File: src/rtl/pws_pkg.sv
`timescale 1ns/1ps
// Shared command encodings and schedule slot type for the page stream
// sequencer. Commands are packed {CS_n, RAS_n, CAS_n, WE_n}.
package pws_pkg;

    typedef logic [3:0] sd_cmd_t;

    localparam sd_cmd_t CMD_NOP  = 4'b0111;
    localparam sd_cmd_t CMD_ACT  = 4'b0011;
    localparam sd_cmd_t CMD_RD   = 4'b0101;
    localparam sd_cmd_t CMD_WR   = 4'b0100;
    localparam sd_cmd_t CMD_PRE  = 4'b0010;
    localparam sd_cmd_t CMD_WR_X = 4'b1100;  // write with chip select held high

    // What the current column of the page calls for.
    typedef enum logic [2:0] {
        SLOT_NOP = 3'd0,
        SLOT_PRE = 3'd1,
        SLOT_ACT = 3'd2,
        SLOT_RD  = 3'd3,
        SLOT_WR  = 3'd4
    } slot_e;

endpackage

File: src/rtl/pws_col_sched.sv
`timescale 1ns/1ps
// Column timer and schedule decoder.
// Holds the run flag, the column within the current page and the latencies
// captured at start. Decodes which command slot the present column holds.
// Assumes cl in {2,3}, rcd in {1..3} and COLS >= CL+tRCD+2, so that the
// precharge, activate, read and write columns are all distinct.
// Start loads the column to the activate position of a virtual page -1,
// so priming falls out of the steady schedule.
module pws_col_sched
    import pws_pkg::*;
#(
    parameter int COLS  = 1024,
    parameter int TIM_W = 2,
    localparam int COL_W = $clog2(COLS)
) (
    input  logic             clk,
    input  logic             rst_n,
    input  logic             start_i,
    input  logic [TIM_W-1:0] cl_i,
    input  logic [TIM_W-1:0] rcd_i,
    output logic             running_o,
    output logic             load_o,
    output logic             page_end_o,
    output slot_e            slot_o
);

    logic             running_q;
    logic [COL_W-1:0] col_q;
    logic [TIM_W-1:0] cl_q;
    logic [TIM_W-1:0] rcd_q;
    logic [COL_W-1:0] act_col;
    logic [COL_W-1:0] rd_col;
    logic [COL_W-1:0] last_col;
    logic [COL_W-1:0] load_col;

    // Start is honoured only while idle.
    assign load_o   = start_i && !running_q;
    assign last_col = COL_W'(COLS - 1);

    // Positions of activate, read and starting column, from latencies.
    always_comb begin
        act_col  = COL_W'(COLS - int'(cl_q) - int'(rcd_q));
        rd_col   = COL_W'(COLS - int'(cl_q));
        load_col = COL_W'(COLS - int'(cl_i) - int'(rcd_i));
    end

    // Run flag, latency capture and column counter.
    always_ff @(posedge clk) begin
        if (!rst_n) begin
            running_q <= 1'b0;
            col_q     <= '0;
            cl_q      <= TIM_W'(2);
            rcd_q     <= TIM_W'(1);
        end else if (load_o) begin
            running_q <= 1'b1;
            cl_q      <= cl_i;
            rcd_q     <= rcd_i;
            col_q     <= load_col;
        end else if (running_q) begin
            col_q <= (col_q == last_col) ? '0 : col_q + 1'b1;
        end
    end

    // Slot decode for the present column.
    always_comb begin
        if (!running_q)                slot_o = SLOT_NOP;
        else if (col_q == '0)          slot_o = SLOT_PRE;
        else if (col_q == act_col)     slot_o = SLOT_ACT;
        else if (col_q == rd_col)      slot_o = SLOT_RD;
        else if (col_q == last_col)    slot_o = SLOT_WR;
        else                           slot_o = SLOT_NOP;
    end

    assign running_o  = running_q;
    assign page_end_o = running_q && (col_q == last_col);

endmodule

File: src/rtl/pws_page_trk.sv
`timescale 1ns/1ps
// Page tracker: bank and row of the page in progress.
// Supplies the next page's bank and row (target of activate and bursts) and
// the previous page's bank (target of precharge). Reset and start place it
// on a virtual page -1 (last bank, last row) so the first page is bank 0,
// row 0. Assumes BANKS >= 2 and NUM_ROWS <= 2**ROW_W.
module pws_page_trk #(
    parameter int BANKS    = 4,
    parameter int NUM_ROWS = 8192,
    parameter int ROW_W    = 13,
    localparam int BANK_W  = $clog2(BANKS)
) (
    input  logic              clk,
    input  logic              rst_n,
    input  logic              load_i,
    input  logic              adv_i,
    output logic [BANK_W-1:0] nxt_bank_o,
    output logic [ROW_W-1:0]  nxt_row_o,
    output logic [BANK_W-1:0] prv_bank_o
);

    localparam logic [BANK_W-1:0] LAST_BANK = BANK_W'(BANKS - 1);
    localparam logic [ROW_W-1:0]  LAST_ROW  = ROW_W'(NUM_ROWS - 1);

    logic [BANK_W-1:0] cur_bank_q;
    logic [ROW_W-1:0]  cur_row_q;

    // Successor and predecessor of the current page.
    always_comb begin
        nxt_bank_o = (cur_bank_q == LAST_BANK) ? '0 : cur_bank_q + 1'b1;
        if (nxt_bank_o == '0)
            nxt_row_o = (cur_row_q == LAST_ROW) ? '0 : cur_row_q + 1'b1;
        else
            nxt_row_o = cur_row_q;
        prv_bank_o = (cur_bank_q == '0) ? LAST_BANK : cur_bank_q - 1'b1;
    end

    // Step to the next page at each page end; rewind on reset or start.
    always_ff @(posedge clk) begin
        if (!rst_n || load_i) begin
            cur_bank_q <= LAST_BANK;
            cur_row_q  <= LAST_ROW;
        end else if (adv_i) begin
            cur_bank_q <= nxt_bank_o;
            cur_row_q  <= nxt_row_o;
        end
    end

endmodule

File: src/rtl/pws_port_drv.sv
`timescale 1ns/1ps
// Port encoder: turns the schedule slot into one device's command, bank
// and address. IS_CAPTURE selects the variant: the command device takes
// reads and ignores the write slot; the capture device takes writes,
// ignores the read slot and holds chip select high when capture is off.
// Both variants take precharge and activate.
module pws_port_drv
    import pws_pkg::*;
#(
    parameter bit IS_CAPTURE = 1'b0,
    parameter int BANK_W     = 2,
    parameter int ROW_W      = 13,
    parameter int ADDR_W     = 13
) (
    input  slot_e             slot_i,
    input  logic              cap_en_i,
    input  logic [BANK_W-1:0] nxt_bank_i,
    input  logic [ROW_W-1:0]  nxt_row_i,
    input  logic [BANK_W-1:0] prv_bank_i,
    output sd_cmd_t           cmd_o,
    output logic [BANK_W-1:0] ba_o,
    output logic [ADDR_W-1:0] addr_o
);

    // Command, bank and address for this device in this column.
    always_comb begin
        cmd_o  = CMD_NOP;
        ba_o   = '0;
        addr_o = '0;
        unique case (slot_i)
            SLOT_PRE: begin
                cmd_o = CMD_PRE;
                ba_o  = prv_bank_i;
            end
            SLOT_ACT: begin
                cmd_o               = CMD_ACT;
                ba_o                = nxt_bank_i;
                addr_o[ROW_W-1:0]   = nxt_row_i;
            end
            SLOT_RD: begin
                if (!IS_CAPTURE) begin
                    cmd_o = CMD_RD;
                    ba_o  = nxt_bank_i;
                end
            end
            SLOT_WR: begin
                if (IS_CAPTURE) begin
                    cmd_o = cap_en_i ? CMD_WR : CMD_WR_X;
                    ba_o  = nxt_bank_i;
                end
            end
            default: begin
                cmd_o = CMD_NOP;
            end
        endcase
    end

endmodule

File: src/rtl/page_stream_seq.sv
`timescale 1ns/1ps
// Free-running page-interleave command sequencer for two SDRAM devices.
// Once started it walks every bank and row forever: precharge at column 0,
// activate of the next bank CL+tRCD before the page end, read (command
// device) CL before the page end and write (capture device) on the last
// column, so bursts of consecutive pages abut. No refresh commands are
// issued; the activate/precharge walk keeps rows alive. Outputs are decoded
// directly from registered state. Assumes ADDR_W >= ROW_W.
module page_stream_seq
    import pws_pkg::*;
#(
    parameter int COLS     = 1024,
    parameter int BANKS    = 4,
    parameter int ROW_W    = 13,
    parameter int NUM_ROWS = 8192,
    parameter int ADDR_W   = 13,
    parameter int TIM_W    = 2,
    localparam int BANK_W  = $clog2(BANKS),
    localparam int NPORT   = 2
) (
    input  logic              clk,
    input  logic              rst_n,
    input  logic              start_i,
    input  logic              cap_en_i,
    input  logic [TIM_W-1:0]  cas_lat_i,
    input  logic [TIM_W-1:0]  act_dly_i,
    output logic              cmd_cs_n_o,
    output logic              cmd_ras_n_o,
    output logic              cmd_cas_n_o,
    output logic              cmd_we_n_o,
    output logic [BANK_W-1:0] cmd_ba_o,
    output logic [ADDR_W-1:0] cmd_addr_o,
    output logic              cap_cs_n_o,
    output logic              cap_ras_n_o,
    output logic              cap_cas_n_o,
    output logic              cap_we_n_o,
    output logic [BANK_W-1:0] cap_ba_o,
    output logic [ADDR_W-1:0] cap_addr_o
);

    logic              running;
    logic              load;
    logic              page_end;
    slot_e             slot;
    logic [BANK_W-1:0] nxt_bank;
    logic [ROW_W-1:0]  nxt_row;
    logic [BANK_W-1:0] prv_bank;

    sd_cmd_t           port_cmd  [NPORT];
    logic [BANK_W-1:0] port_ba   [NPORT];
    logic [ADDR_W-1:0] port_addr [NPORT];

    pws_col_sched #(
        .COLS  (COLS),
        .TIM_W (TIM_W)
    ) u_sched (
        .clk        (clk),
        .rst_n      (rst_n),
        .start_i    (start_i),
        .cl_i       (cas_lat_i),
        .rcd_i      (act_dly_i),
        .running_o  (running),
        .load_o     (load),
        .page_end_o (page_end),
        .slot_o     (slot)
    );

    pws_page_trk #(
        .BANKS    (BANKS),
        .NUM_ROWS (NUM_ROWS),
        .ROW_W    (ROW_W)
    ) u_trk (
        .clk        (clk),
        .rst_n      (rst_n),
        .load_i     (load),
        .adv_i      (page_end),
        .nxt_bank_o (nxt_bank),
        .nxt_row_o  (nxt_row),
        .prv_bank_o (prv_bank)
    );

    // Port 0 is the command device, port 1 the capture device.
    for (genvar g = 0; g < NPORT; g++) begin : g_port
        pws_port_drv #(
            .IS_CAPTURE (g == 1),
            .BANK_W     (BANK_W),
            .ROW_W      (ROW_W),
            .ADDR_W     (ADDR_W)
        ) u_drv (
            .slot_i     (slot),
            .cap_en_i   (cap_en_i),
            .nxt_bank_i (nxt_bank),
            .nxt_row_i  (nxt_row),
            .prv_bank_i (prv_bank),
            .cmd_o      (port_cmd[g]),
            .ba_o       (port_ba[g]),
            .addr_o     (port_addr[g])
        );
    end

    assign {cmd_cs_n_o, cmd_ras_n_o, cmd_cas_n_o, cmd_we_n_o} = port_cmd[0];
    assign cmd_ba_o   = port_ba[0];
    assign cmd_addr_o = port_addr[0];
    assign {cap_cs_n_o, cap_ras_n_o, cap_cas_n_o, cap_we_n_o} = port_cmd[1];
    assign cap_ba_o   = port_ba[1];
    assign cap_addr_o = port_addr[1];

    logic unused_running;
    assign unused_running = running;

endmodule

File: config.mk
export PLATFORM = sky130hd
export DESIGN_NAME = page_stream_seq
export DESIGN_NICKNAME = d
export VERILOG_FILES = /design/src/rtl/pws_pkg.sv /design/src/rtl/pws_col_sched.sv /design/src/rtl/pws_page_trk.sv /design/src/rtl/pws_port_drv.sv /design/src/rtl/page_stream_seq.sv
export SDC_FILE = /design/constraint.sdc
export NUM_CORES = 1
export LEC_CHECK = 0
export BUFFER_PORTS_ARGS = -buffer_cell sky130_fd_sc_hd__buf_2
export CAP_MARGIN = 25
export CORE_MARGIN = 4
export CORE_UTILIZATION = 56
export DETAILED_ROUTE_END_ITERATION = 7
export PLACE_DENSITY = 0.84
export SLEW_MARGIN = 10
export SYNTH_ARGS = -nofsm -noshare
export SYNTH_HDL_FRONTEND = slang
export SYNTH_SLANG_ARGS = --single-unit
File: constraint.sdc
create_clock -name clk -period 5.85 [get_ports clk]
set_input_delay 0.2925 -clock clk [delete_from_list [all_inputs] [get_ports clk]]
set_output_delay 0.2925 -clock clk [all_outputs]
set_load 0.02 [all_outputs]
==> results of run 1 <==
==> tightest hold or removal path, stage by stage <==
cell and delay (ps):
buf_2 90, nand2_1 50, nand3_1 70
==> stage by stage <==
| step | hold slack (ps) | instance area [sq um] |
|---|---|---|
| after global routing | 266.8 | 2704 |
| final | 246.5 | 2704 |
| after global placement | 469.2 | 2605 |
| after floorplan | 416.7 | 2537 |
| after detailed placement | 476.5 | 2613 |
| after CTS | 250.4 | 2704 |
==> state kept, by name, summed over array words and instances, names as in the netlist <==
register	flops
u_sched.cl_q	2
u_trk.cur_bank_q	2
u_trk.cur_row_q	13
u_sched.running_o	1
u_sched.rcd_q	2
u_sched.col_q	10
==> path summary, 6_finish.rpt <==
check,start,to,slack [ps],cells past startpoint
worst max-delay path,u_sched.cl_q[0]$_SDFFE_PN0P_,cap_addr_o[11],2080,12
worst min register to register,u_sched.rcd_q[0]$_SDFFE_PN1P_,u_sched.rcd_q[0]$_SDFFE_PN1P_,490,2
worst min-delay path,act_dly_i[0],u_sched.rcd_q[0]$_SDFFE_PN1P_,250,3
worst max register to register,u_sched.col_q[0]$_SDFFE_PN0P_,u_trk.cur_row_q[7]$_SDFFE_PP1P_,2980,6
==> power by group through the flow <==
| stage | clock, mW | sequential, mW | combinational, mW |
|---|---|---|---|
| global route | 0.186 | 0.232 | 0.106 |
| floorplan | 0 | 0.222 | 0.0863 |
| detailed placement | 0 | 0.235 | 0.0935 |
| finish | 0.174 | 0.230 | 0.0939 |
| global placement | 0 | 0.234 | 0.0877 |
| CTS | 0.178 | 0.230 | 0.0939 |
==> cell type report <==
| cell class | count | area share (%) |
|---|---|---|
| timing repair buffer | 46 | 8.700 |
| inverter | 17 | 2.360 |
| multi-input combinational | 250 | 60.94 |
| clock inverter | 1 | 0.1851 |
| sequential | 30 | 22.21 |
| clock buffer | 7 | 3.193 |
| tap | 52 | 2.406 |
==> cell usage in the layout, fill, tap and decap left out, types with 3 or more instances in the layout <==
cell type  count
a21o_1         3
nor2b_1        8
o21ai_0       14
or3_1          7
and3_1         6
ha_1          16
o211ai_1       3
inv_1         16
nor2_2         3
nand3_1       24
a31oi_1        4
and2_1         3
nor2_1        19
clkbuf_8       6
mux2i_1        3
nor3_1         7
nor4_1         3
nand4_1        8
xnor2_1       13
a21oi_1       12
nor4_2         3
xor2_1        12
buf_2         44
dfxtp_1       30
nand2_1       37
nand2b_1       6
nand3b_1       5
o21a_1         4
==> routing by layer <==
metal,track usage (%),wire length (um)
met1,28.23,2633
met2,34.13,2709
met3,4.090,476
met4,6.214,70
met5,0,0
==> cells by family after synthesis <==
group,after synthesis,share of synthesized area [%]
and+or+nand+nor,149,31.95
AOI/OAI and AO/OA,53,13.12
buffers and inverters,53,11.39
DFF,30,23.67
xor gates and xnor gates,25,8.629
adders and majority gates,18,9.467
muxes,4,1.627
other,1,0.1478
==> impl_metrics.tcl, run 1 <==
set metrics [dict create \
    synthTopCellsByCount "37 x nand2_1, 30 x dfxtp_1, 24 x nand3_1" \
    rows 24 \
    cts.repair.resized 0 \
    slew_viol_final 0 \
    place.gp.congestion 0.8933 \
    setup_tns_ps 0 \
    hold_buffers 0 \
    area_growth_pct 6.558 \
    netlist-cell-type-count 53 \
    dieArea_sq_um 5672 \
    path_class "reg2out" \
    yosysMostFrequentCell "nand2_1" \
    wirelength_um 5889 \
    viasPerCell 5.764 \
    grtUsageTotal_pct 20.99 \
    finalSetupViolCount 0 \
    max_stage_delay_ps 720 \
    vias 2323 \
    h-tree-depth 2 \
    fin_crit_sh_pct 64.49 \
    syn_avg_cell_area_sq_um 7.620 \
    finalCriticalPeriod_ps 3773 \
    p_int_mw 0.3485 \
    cts_buffer_depth 2 \
    clkPwrFrac_pct 34.9 \
    fin_skew_ps 6.284 \
    grt_max_degree 23 \
    max_freq_mhz 265.1 \
    cts_setup_buffers 0 \
    status "finished, final reports clean" \
    nets 376 \
    antenna_found_initial 0 \
    clkLatencyLatePin_ps 280 \
    setup_slack_ps 2077 \
    cpMostUsedCell "inv_1" \
    dp.cells 395 \
    seqPwrFrac_pct 46.3 \
    fp.dieH_um 75.32 \
    drive_gt1_share_pct 18.52 \
    netlist_top_cells_area "dfxtp_1 24%, ha_1 7.9%, nand2_1 5.5%" \
    critPathCaptureType "output port" \
    synth.largest_area_cell "dfxtp_1" \
    antenna_cells 0 \
    synth-edff-count 0 \
    critPathRequiredTime_ps 5560 \
    p_sw_mw 0.1494 \
    clockRootBuffer "clkbuf_8" \
    design.core.area_sq_um 4384 \
    clock_sinks 30 \
    fill_cells 413 \
    port_buffers 44 \
    grt_pass1_vias 2004 \
    irDropWorstVdd_mv 0.1667 \
    cts_tree "yes" \
    rsz0062_at_grt "no" \
    switching_share_pct 30.01 \
    synth_top_area_share_pct 23.67 \
    leakagePower_nw 1.217 \
    power_mw 0.4979 \
    cts_made_buffers 5 \
    drv_cap 0 \
    crit_chain "inv_1 > ha_1 > inv_1 > fa_1 > inv_1 > ha_1 > xnor2_1 > nand4_1 > or4b_1 > or2_4 > nor2_1 > buf_2" \
    worstPathArrival_ps 3480 \
    crit_slowest_cell "or4b_1" \
    gr-total-overflow 0 \
    synth_flop_cell "dfxtp_1" \
    max_slew_margin_pct 28.93 \
    postRouteAntennaNets 0 \
    crit_path_start_kind "flop" \
    hp-class "in2reg" \
    start_util_pct 57.88 \
    critPathTopFamily "simple AND/OR/NAND/NOR gates" \
    cp_num_buf_inv 4 \
    yosysSeqAreaShare_pct 23.67 \
    synth_fp_nets 359 \
    routedWlPerCell_um 14.61 \
    ys_warn_count 0 \
    synth_cells 333 \
    pre_cts_slack_ps 2394 \
    num_io_pins 46 \
    grt_pass1_wl_um 9266 \
    p_per_area_nw_per_um2 184.1 \
    comb_power_share_pct 18.9 \
    tightest_slew_ps 1052 \
    die_w_um 75.32 \
    path_clk_slew_ps 70 \
    drt_iter0_markers 157 \
    dr.pass1.iters 5 \
    drcViolationCount 0 \
    ys_ff_latch 30 \
    final_core_util_pct 61.67 \
    synth_area_sq_um 2537 \
    hpwl_um 4447 \
    postSynth.asyncResetShare_pct 0 \
    multi_input_area_sq_um 1648 \
    hold_viol_final 0 \
    instances_no_fill 403 \
    path_max_fanout 9 \
    ff_latch_area_sq_um 600.6 \
]
(Power assumes the default switching activity.)
==> inputs of run 2 (changes only) <==
==> constraint.sdc (replaced) <==
create_clock -name clk -period 3.5 [get_ports clk]
set_input_delay 0.175 -clock clk [delete_from_list [all_inputs] [get_ports clk]]
set_output_delay 0.175 -clock clk [all_outputs]
set_load 0.02 [all_outputs]
==> run 2 against run 1 <==
  * Routed wire length grew 6.1%
  * Clock skew about the same
  * Sequential power up 68%
  * Combinational power grew 82%
  * Sequential share of layout area decreased by 0.45 points
  * Utilization increased by 1.3 points
  * Global-route usage rose by 1.1 points
  * Worst setup slack got worse by 1900 ps
  * Final cell count is 0.50% higher
  * Critical path type unchanged
==> impl_metrics.tcl, run 2 (synthesized netlist as in run 1, its figures left out) <==
set metrics [dict create \
    hp-class "in2reg" \
    hpwl_um 4584 \
    port_buffers 44 \
    path_clk_slew_ps 60 \
    antenna_found_initial 0 \
    drive_gt1_share_pct 20.40 \
    cts.repair.resized 0 \
    drcViolationCount 0 \
    nets 379 \
    grt_pass1_wl_um 9735 \
    reg.largest.list "u_trk.cur_row_q: 13 flops, u_sched.col_q: 10 flops" \
    start_util_pct 57.88 \
    h-tree-depth 2 \
    slew_viol_final 0 \
    crit_chain "inv_1 > ha_4 > inv_1 > fa_1 > inv_1 > ha_1 > xnor2_2 > nand4_1 > or4b_4 > or2_4 > nor2_2 > buf_2" \
    pre_cts_slack_ps 362.6 \
    dieArea_sq_um 5672 \
    wirelength_um 6246 \
    cts_buffer_depth 2 \
    layout_common_cells "37 x nand2_1, 36 x buf_2, 30 x dfxtp_1" \
    critPathRequiredTime_ps 3320 \
    grt_max_degree 22 \
    gr-total-overflow 0 \
    finalCriticalPeriod_ps 3372 \
    cts_setup_buffers 0 \
    finalSetupViolCount 0 \
    multi_input_area_sq_um 1674 \
    path_class "reg2out" \
    clkPwrFrac_pct 32.2 \
    grt_pass1_vias 2045 \
    largest_reg_flops 13 \
    fin_crit_sh_pct 96.34 \
    regMostFlops "u_trk.cur_row_q" \
    viasPerCell 5.958 \
    drt_iter0_markers 214 \
    routedWlPerCell_um 15.42 \
    vias 2413 \
    postRouteAntennaNets 0 \
    switching_share_pct 31.40 \
    max_slew_margin_pct 56.09 \
    drv_cap 0 \
    irDropWorstVdd_mv 0.3032 \
    max_freq_mhz 296.6 \
    crit_path_start_kind "flop" \
    hold_viol_final 0 \
    crit_slowest_cell "or4b_4" \
    antenna_cells 0 \
    dp.cells 398 \
    hold_buffers 0 \
    max_stage_delay_ps 560 \
    p_int_mw 0.5642 \
    die_w_um 75.32 \
    p_per_area_nw_per_um2 297.9 \
    comb_power_share_pct 20.8 \
    cts_tree "yes" \
    clock_sinks 30 \
    fp.dieH_um 75.32 \
    dr.pass1.iters 5 \
    place.gp.congestion 0.9056 \
    power_mw 0.8224 \
    worstPathArrival_ps 3200 \
    path_max_fanout 5 \
    fin_skew_ps 6.218 \
    final_common_cell "nand2_1" \
    p_sw_mw 0.2582 \
    rows 24 \
    fill_cells 391 \
    seqPwrFrac_pct 47.1 \
    cpMostUsedCell "inv_1" \
    area_growth_pct 8.777 \
    setup_tns_ps 0 \
    grtUsageTotal_pct 22.06 \
    setup_slack_ps 128.2 \
    tightest_slew_ps 653.1 \
    cts_made_buffers 5 \
    instances_no_fill 405 \
    clockRootBuffer "clkbuf_8" \
    status "finished, final reports clean" \
    num_io_pins 46 \
    rsz0062_at_grt "no" \
    design.core.area_sq_um 4384 \
    ff_latch_area_sq_um 600.6 \
    clkLatencyLatePin_ps 290 \
    critPathCaptureType "output port" \
    leakagePower_nw 1.234 \
]
run 2: worst max-delay path: cells and delay by family, from the launching register on:
kind	cells	cell delay, ps
flops	1	360
simple gates	4	1090
xor+xnor	1	140
fa+ha+maj	3	930
buf+inv	4	410
run 2: layout make-up:
| class | count | area share (%) |
|---|---|---|
| Clock buffer | 5 | 2.493 |
| Clock inverter | 2 | 0.3626 |
| Inverter | 17 | 2.312 |
| Multi-Input combinational cell | 250 | 60.65 |
| Sequential cell | 30 | 21.76 |
| Tap cell | 52 | 2.357 |
| Timing Repair Buffer | 49 | 10.06 |
run 2: per-stage QoR:
step	hold slack, ps	area [sq um]	utilization [%]
floorplan	299.2	2537	-
global placement	439.3	2635	60.10
detailed placement	449.0	2635	60.10
CTS	156.8	2714	61.90
global route	167.2	2760	62.96
finish	155.1	2760	62.96
run 2: path summary, 6_finish.rpt:
| path | from | end | slack (ps) | depth (start not counted) |
|---|---|---|---|---|
| max | u_sched.cl_q[0]$_SDFFE_PN0P_ | cap_addr_o[5] | 130 | 12 |
| min | act_dly_i[0] | u_sched.rcd_q[0]$_SDFFE_PN1P_ | 160 | 3 |
| max reg2reg | u_sched.col_q[0]$_SDFFE_PN0P_ | u_trk.cur_row_q[7]$_SDFFE_PP1P_ | 870 | 6 |
| min reg2reg | u_sched.rcd_q[0]$_SDFFE_PN1P_ | u_sched.rcd_q[0]$_SDFFE_PN1P_ | 490 | 2 |
run 2: per-layer routing:
metal | part of all wire [%] | vias to the layer above | global-route usage, %
li1 | - | 1171 | -
met1 | 43 | 1097 | 29.39
met2 | 46 | 127 | 35.95
met3 | 9.4 | 18 | 4.881
met4 | 1.6 | 0 | 6.214
met5 | 0 | - | 0
run 2: power by group through the flow:
stage                     Sequential [mW]  Clock, mW  Combinational (mW)
after detailed placement            0.393          0               0.160
after CTS                           0.385      0.265               0.161
after floorplan                     0.372          0               0.144
after global routing                0.389      0.277               0.189
final                               0.387      0.265               0.171
after global placement              0.391          0               0.150
